<file path="config.mk">
export PLATFORM = sky130hd
export DESIGN_NAME = sdac_in_reg
export DESIGN_NICKNAME = d
export VERILOG_FILES = /design/src/rtl/sdac_pkg.sv /design/src/rtl/sdac_sync.sv /design/src/rtl/sdac_shift.sv /design/src/rtl/sdac_hold.sv /design/src/rtl/sdac_in_reg.sv
export SDC_FILE = /design/constraint.sdc
export NUM_CORES = 1
export LEC_CHECK = 0
export CORE_ASPECT_RATIO = 0.5
export CORE_UTILIZATION = 50
export CTS_CLUSTER_DIAMETER = 60
export DETAILED_ROUTE_END_ITERATION = 16
export GPL_TIMING_DRIVEN = 0
export PLACE_DENSITY = 0.84
export REMOVE_ABC_BUFFERS = 1
export SLEW_MARGIN = 20
export SYNTH_ARGS = -nofsm -noshare
export SYNTH_HDL_FRONTEND = slang
export SYNTH_SLANG_ARGS = --single-unit
</file>
<file path="constraint.sdc">
create_clock -name clk -period 2.6 [get_ports clk]
set_input_delay 0.26 -clock clk [delete_from_list [all_inputs] [get_ports clk]]
set_output_delay 0.26 -clock clk [all_outputs]
set_load 0.05 [all_outputs]
</file>
<file path="src/rtl/sdac_pkg.sv">
package sdac_pkg;
  localparam int CODE_W_DEF  = 16;
  localparam int SYNC_N_DEF  = 2;
  localparam int SPAN_W      = 2;

  typedef enum logic [SPAN_W-1:0] {
    SPAN_V_0_5   = 2'b00,
    SPAN_I_4_20  = 2'b01,
    SPAN_I_0_20  = 2'b10,
    SPAN_I_0_24  = 2'b11
  } span_e;

  // serial channel indices into the synchroniser bank
  localparam int CH_SDI  = 0;
  localparam int CH_SCLK = 1;
  localparam int CH_LOAD = 2;
  localparam int N_CH    = 3;
endpackage

</file>
<file path="src/rtl/sdac_sync.sv">
module sdac_sync #(
  parameter int STAGES = 2
) (
  input  logic clk,
  input  logic rst,
  input  logic din,
  output logic dout
);
  logic [STAGES-1:0] sr;

  always_ff @(posedge clk) begin
    if (rst) sr <= '0;
    else     sr <= {sr[STAGES-2:0], din};
  end

  assign dout = sr[STAGES-1];
endmodule

</file>
<file path="src/rtl/sdac_shift.sv">
module sdac_shift #(
  parameter int WIDTH = 16
) (
  input  logic             clk,
  input  logic             rst,
  input  logic             shift_en,
  input  logic             din,
  output logic [WIDTH-1:0] q,
  output logic             sout
);
  always_ff @(posedge clk) begin
    if (rst)           q <= '0;
    else if (shift_en) q <= {q[WIDTH-2:0], din};
  end

  assign sout = q[WIDTH-1];
endmodule

</file>
<file path="src/rtl/sdac_hold.sv">
module sdac_hold #(
  parameter int WIDTH = 16
) (
  input  logic             clk,
  input  logic             rst,
  input  logic             clear,
  input  logic             load_en,
  input  logic [WIDTH-1:0] d,
  output logic [WIDTH-1:0] code,
  output logic             bottom
);
  logic take;
  assign take = load_en && !clear;

  always_ff @(posedge clk) begin
    if (rst) begin
      code   <= '0;
      bottom <= 1'b1;
    end else begin
      if (take) code <= d;
      if (clear)     bottom <= 1'b1;
      else if (take) bottom <= 1'b0;
    end
  end
endmodule

</file>
<file path="src/rtl/sdac_in_reg.sv">
module sdac_in_reg
  import sdac_pkg::*;
#(
  parameter int CODE_W = CODE_W_DEF,
  parameter int SYNC_N = SYNC_N_DEF
) (
  input  logic              clk,
  input  logic              rst,
  input  logic              sdi_i,
  input  logic              sclk_i,
  input  logic              load_i,
  input  logic              clear_i,
  input  logic [1:0]        span_sel_i,
  output logic              sdo_o,
  output logic [CODE_W-1:0] code_o,
  output logic [1:0]        span_o,
  output logic              bottom_o
);
  logic [N_CH-1:0] raw, synced, prev;
  logic            sclk_rise, load_rise;
  logic [CODE_W-1:0] shift_q;

  assign raw[CH_SDI]  = sdi_i;
  assign raw[CH_SCLK] = sclk_i;
  assign raw[CH_LOAD] = load_i;

  for (genvar g = 0; g < N_CH; g++) begin : g_sync
    sdac_sync #(.STAGES(SYNC_N)) u_sync (
      .clk (clk),
      .rst (rst),
      .din (raw[g]),
      .dout(synced[g])
    );
  end

  always_ff @(posedge clk) begin
    if (rst) prev <= '0;
    else     prev <= synced;
  end

  assign sclk_rise = synced[CH_SCLK] && !prev[CH_SCLK];
  assign load_rise = synced[CH_LOAD] && !prev[CH_LOAD];

  sdac_shift #(.WIDTH(CODE_W)) u_shift (
    .clk     (clk),
    .rst     (rst),
    .shift_en(sclk_rise),
    .din     (synced[CH_SDI]),
    .q       (shift_q),
    .sout    (sdo_o)
  );

  sdac_hold #(.WIDTH(CODE_W)) u_hold (
    .clk    (clk),
    .rst    (rst),
    .clear  (clear_i),
    .load_en(load_rise),
    .d      (shift_q),
    .code   (code_o),
    .bottom (bottom_o)
  );

  always_ff @(posedge clk) begin
    if (rst) span_o <= SPAN_V_0_5;
    else     span_o <= span_sel_i;
  end
endmodule

</file>
==> results of run 1 <==
## metal layers
layer	track usage	vias up	wire length [um]
li1	-	571	-
met1	0.2129	499	1181
met2	0.2788	26	1124
met3	0.06279	2	103
met4	0.08491	0	17
met5	0	-	0
## metrics by stage
stage	cells	utilization
2_1_floorplan	155	-
3_3_place_gp	219	0.6371
3_5_place_dp	219	0.6352
4_1_cts	227	0.6866
5_1_grt	227	0.6866
6_report	227	0.6866
## Yosys cell counts (all sizes together)
cell    number  area (um2)
clkbuf       8       33.78
nor3b        1       12.51
nand2       64       240.2
dfxtp       43       860.8
or3b         1       8.760
a211o        1       8.760
nor2b       11       68.82
a21oi       32       160.2
nand2b       2       12.51
buf          4       28.78
## final timing paths
kind,from,end,slack [ns],cells after the start
hold reg to reg,g_sync[2].u_sync.sr[0],g_sync[2].u_sync.sr[1],0.45,1
hold / removal,g_sync[2].u_sync.sr[0],g_sync[2].u_sync.sr[1],0.45,1
setup reg to reg,g_sync[1].u_sync.sr[1],u_shift.q[10],1.04,3
setup / recovery,u_shift.q[15],sdo_o,0.88,1
## sequential cells by signal, indices dropped and copies added, names as in the netlist
register          flops
g_sync.u_sync.sr      6
prev                  2
span_o                2
u_hold.bottom         1
u_hold.code          16
u_shift.q            16
## final cells by class
type,instances,area [um2],area share
clock inverters,3,67.56,0.03711
clock buffers,5,68.82,0.03780
flip-flops and latches,43,860.8,0.4729
repair buffers,27,265.3,0.1457
multi-input cells,112,511.7,0.2811
well taps,37,46.29,0.02543
## power groups by stage
stage,logic (uW),clock network [uW],registers [uW]
3_5_place_dp,46.2,0,683
2_1_floorplan,12.9,0,690
3_3_place_gp,46.6,0,683
6_report,46.3,600,668
5_1_grt,50.4,644,669
4_1_cts,46.3,613,668
## cell families after synthesis
group | count (synthesis) | synth area share
AOI/OAI and AO/OA | 33 | 0.1177
DFF | 43 | 0.5998
and+or+nand+nor | 79 | 0.2389
buffers and inverters | 12 | 0.04359
==> out/qor.csv, run 1 <==
metric,value,unit
gr usage total,0.1738,
Critical Path Slowest Stage Cell,clkdlybuf4s50_1,
crit-path max cell delay,0.81,ns
"Distinct cells, synth",13,
number of global-route vias before repair,851,
worst hold-check path type,reg2reg,
CTS tree,yes,
Pwr Density,721.7,nW/um2
pre-CTS setup slack,0.7397,ns
most frequent cells in the layout,"64 x nand2_1, 43 x dfxtp_1, 32 x a21oi_1",
Post-CTS Setup Inserts,0,
Via density,4.837,
clk sinks,43,
initial antenna violation count,0,
Fill cells,212,
clk_skew,0.006688,ns
post-route design area,1821,um2
YS warnings,0,
Antenna Cells,0,
clock share of power,0.456,
Net Sw Power,248.8,uW
clock buffer depth,2,
Buf/Inv on CP,1,
Root Buffer,clkbuf_8,
Post-route DRC,0,
DP Wirelength,1.551,mm
Syn-to-layout area delta,26.85,%
Pwr Total,1314,uW
I/O pin total,28,
Flop pwr share,0.508,
combinational power share,0.035,
Worst slew margin,0.3050,
final worst setup slack,0.8804,ns
Synth Instances,167,
Worst-Margin Slew,1.040,ns
TritonRoute pass-1 iters,4,
die height,39.89,um
count of final hold-check violations,0,
die area,3102,um2
clock latency on the worst-skew pair,0.29,ns
min Tclk post-route,1.720,ns
clk slew on worst S/H paths,0.08,ns
DR WL/cell,10.69,um
Mapped Avg Cell Area,8.594,um2
leak pwr,0.0006024,uW
outcome,"finished, final reports clean",
worst-path cell chain,clkdlybuf4s50_1,
gr ovfl total,0,
CP arrival,1.46,ns
Synth Cell Area,1435,um2
CP Capture Type,output port,
"commonest non-fill, non-tap cell in the layout",nand2_1,
post-cts sizing count,0,
placed cell area,1684,um2
post-synthesis sequential area ratio,0.5998,
Initial Util,0.5413,
Cell Rows,13,
RSZ-0062 raised after global routing,false,
CP max FO,3,
Max IR drop VDD,0.4625,mV
Crit path required time,2.34,ns
first-pass GRT wire length,3.836,mm
final setup TNS,0,ns
layout cells sized above 1,0.05263,
Port Buffers,27,
Worst Setup Start Kind,register,
post-route ant nets,0,
final hold slack,0.4494,ns
Pint,1065,uW
largest net degree at the start of global routing,44,
via total after detailed routing,1098,
"wirelength, routed",2.426,mm
Top Family by Delay on Critical Path,buffers and inverters,
Die W,77.77,um
Final Max Tran Viols,0,
Nets,197,
max-cap violation count,0,
Placer Congestion,0.6981,
final worst path period share,0.6614,
total CTS buffers,5,
first-iteration detailed-routing DRC count,106,
crit path kind,reg2out,
fraction of power spent switching nets,0.1894,
H-tree lvl count,2,
Max Clk Rate,0.5815,GHz
CTS hold repair buffers,0,
Yosys reg bits,43,
area of the core,2651,um2
final setup fails,0,
No activity file was read; power rests on OpenSTA's default activity.
==> run 2: changes to the inputs <==
--- a/config.mk
+++ b/config.mk
@@ -6,11 +6,11 @@
 export NUM_CORES = 1
 export LEC_CHECK = 0
 export CORE_ASPECT_RATIO = 0.5
-export CORE_UTILIZATION = 50
+export CORE_UTILIZATION = 44
 export CTS_CLUSTER_DIAMETER = 60
 export DETAILED_ROUTE_END_ITERATION = 16
 export GPL_TIMING_DRIVEN = 0
-export PLACE_DENSITY = 0.84
+export PLACE_DENSITY = 0.78
 export REMOVE_ABC_BUFFERS = 1
 export SLEW_MARGIN = 20
 export SYNTH_ARGS = -nofsm -noshare
==> constraint.sdc (replaced) <==
create_clock -name clk -period 1.38 [get_ports clk]
set_input_delay 0.138 -clock clk [delete_from_list [all_inputs] [get_ports clk]]
set_output_delay 0.138 -clock clk [all_outputs]
set_load 0.05 [all_outputs]
==> run 2 against run 1 <==
  * Via count up 0.64%
  * Final cell count rose by 1.8%
  * Critical path depth unchanged
  * Setup slack worse by 0.82 ns
  * Register-to-register slack lost 0.89 ns
  * Sequential power increased by 89%
  * Sequential share of layout area up 1.1 points
  * Critical path type unchanged
==> out/qor.csv, run 2 (same netlist as run 1, synthesis figures left out) <==
metric,value,unit
outcome,"finished, final reports clean",
reg2reg setup slack,0.15,ns
die area,3508,um2
Root Buffer,clkbuf_8,
Inst Count DP,222,
Worst-Margin Slew,0.7362,ns
Top Family by Delay on Critical Path,buffers and inverters,
FF-to-FF End,u_shift.q[1],
total CTS buffers,5,
H-tree lvl count,2,
CTS tree,yes,
most frequent cells in the layout,"64 x nand2_1, 43 x dfxtp_1, 32 x a21oi_1",
RSZ-0062 raised after global routing,false,
Placer Congestion,0.7083,
final non-filler cell total,231,
first-pass GRT wire length,3.822,mm
CP arrival,1.18,ns
Worst Setup Start Kind,register,
DR WL/cell,10.38,um
Critical Path Slowest Stage Cell,dlygate4sd2_1,
gr ovfl total,0,
R2R depth,3,
largest net degree at the start of global routing,44,
reg2reg start,g_sync[1].u_sync.sr[1],
crit-path max cell delay,0.53,ns
Crit path required time,1.24,ns
I/O pin total,28,
Buf/Inv on CP,1,
gr usage total,0.1467,
Port Buffers,27,
final setup fails,0,
Cell Rows,14,
layout cells sized above 1,0.06283,
DP Wirelength,1.541,mm
area of the core,3048,um2
placed cell area,1688,um2
Syn-to-layout area delta,23.98,%
min Tclk post-route,1.323,ns
Max IR drop VDD,0.5148,mV
crit path to,sdo_o,
Final Max Tran Viols,0,
CP Capture Type,output port,
"wirelength, routed",2.397,mm
final worst path period share,0.9586,
Die W,82.77,um
worst hold-check path type,in2reg,
Max Clk Rate,0.7560,GHz
TritonRoute pass-1 iters,4,
Antenna Cells,0,
pre-CTS setup slack,-0.3625,ns
Nets,198,
count of final hold-check violations,0,
Largest regs,"u_hold.code: 16 flops, u_shift.q: 16 flops, g_sync.u_sync.sr: 6 flops",
clk_skew,0.006596,ns
Post-route DRC,0,
die height,42.39,um
first-iteration detailed-routing DRC count,58,
number of cells on the critical path,1,
max-cap violation count,0,
clock buffer depth,2,
"commonest non-fill, non-tap cell in the layout",nand2_1,
CTS hold repair buffers,0,
Via density,4.784,
number of global-route vias before repair,893,
clock latency on the worst-skew pair,0.29,ns
CP startpoint,u_shift.q[15],
worst-path cell chain,dlygate4sd2_1,
final worst setup slack,0.05718,ns
clk slew on worst S/H paths,0.08,ns
Worst slew margin,0.5092,
leak pwr,0.0006767,uW
Initial Util,0.4709,
post-route ant nets,0,
crit path kind,reg2out,
initial antenna violation count,0,
via total after detailed routing,1105,
post-route design area,1779,um2
clk sinks,43,
CP max FO,3,
Pwr Density,1183,nW/um2
## run 2: repair_timing
action,in CTS,in global routing
setup endpoints to repair,52,9
hold endpoints to repair,0,0
gates resized for setup,23,0
pin swaps,0,0
buffers inserted,0,1
## run 2: per-stage QoR
stage	TNS (ns)	hold slack (ns)	utilization	power, uW
6_report	0	0.3919	0.5837	2105
5_1_grt	0	0.4030	0.5837	2180
4_1_cts	0	0.3860	0.5772	2124
3_5_place_dp	-7.146	0.4347	0.5538	1376
3_3_place_gp	-19.95	0.4171	0.5554	1375
2_1_floorplan	0	0.2071	-	1324
## run 2: worst min path at each step
stage | from | end | slack (ns) | cells after the start
5_1_grt | load_i | g_sync[2].u_sync.sr[0] | 0.40 | 2
3_5_place_dp | g_sync[1].u_sync.sr[0] | g_sync[1].u_sync.sr[1] | 0.43 | 1
2_1_floorplan | rst | u_hold.code[0] | 0.21 | 1
4_1_cts | sclk_i | g_sync[1].u_sync.sr[0] | 0.39 | 2
6_report | sclk_i | g_sync[1].u_sync.sr[0] | 0.39 | 2
3_3_place_gp | g_sync[0].u_sync.sr[0] | g_sync[0].u_sync.sr[1] | 0.42 | 1
## run 2: report_power, final
group          total (uW)  internal, uW  switching (uW)  leakage, uW
sequential           1260          1250            5.29     0.000348
clock                 756           353             402    0.0000412
combinational        90.7          34.1            56.6     0.000287
total                2100          1640             464     0.000677
## run 2: worst reg2reg max path: stages, from the launching register on
cell     delay [ns]
dfxtp_1        0.34
nor2b_2        0.54
nand2_1        0.13
a21oi_1        0.14
## run 2: metal layers
metal | vias up | share of wire | global-route usage | wire [um]
li1 | 572 | - | - | -
met1 | 513 | 0.46 | 0.1747 | 1102
met5 | - | 0 | 0 | 0
met3 | 4 | 0.035 | 0.05217 | 85
met4 | 0 | 0.013 | 0.06207 | 30
met2 | 16 | 0.49 | 0.2393 | 1179
## run 2: cell type report
class,instances,area (um2)
multi-input combinational,112,523.0
timing repair buffer,28,260.3
fill,301,1269
clock buffer,6,72.57
tap,40,50.05
sequential,43,860.8
clock inverter,2,12.51
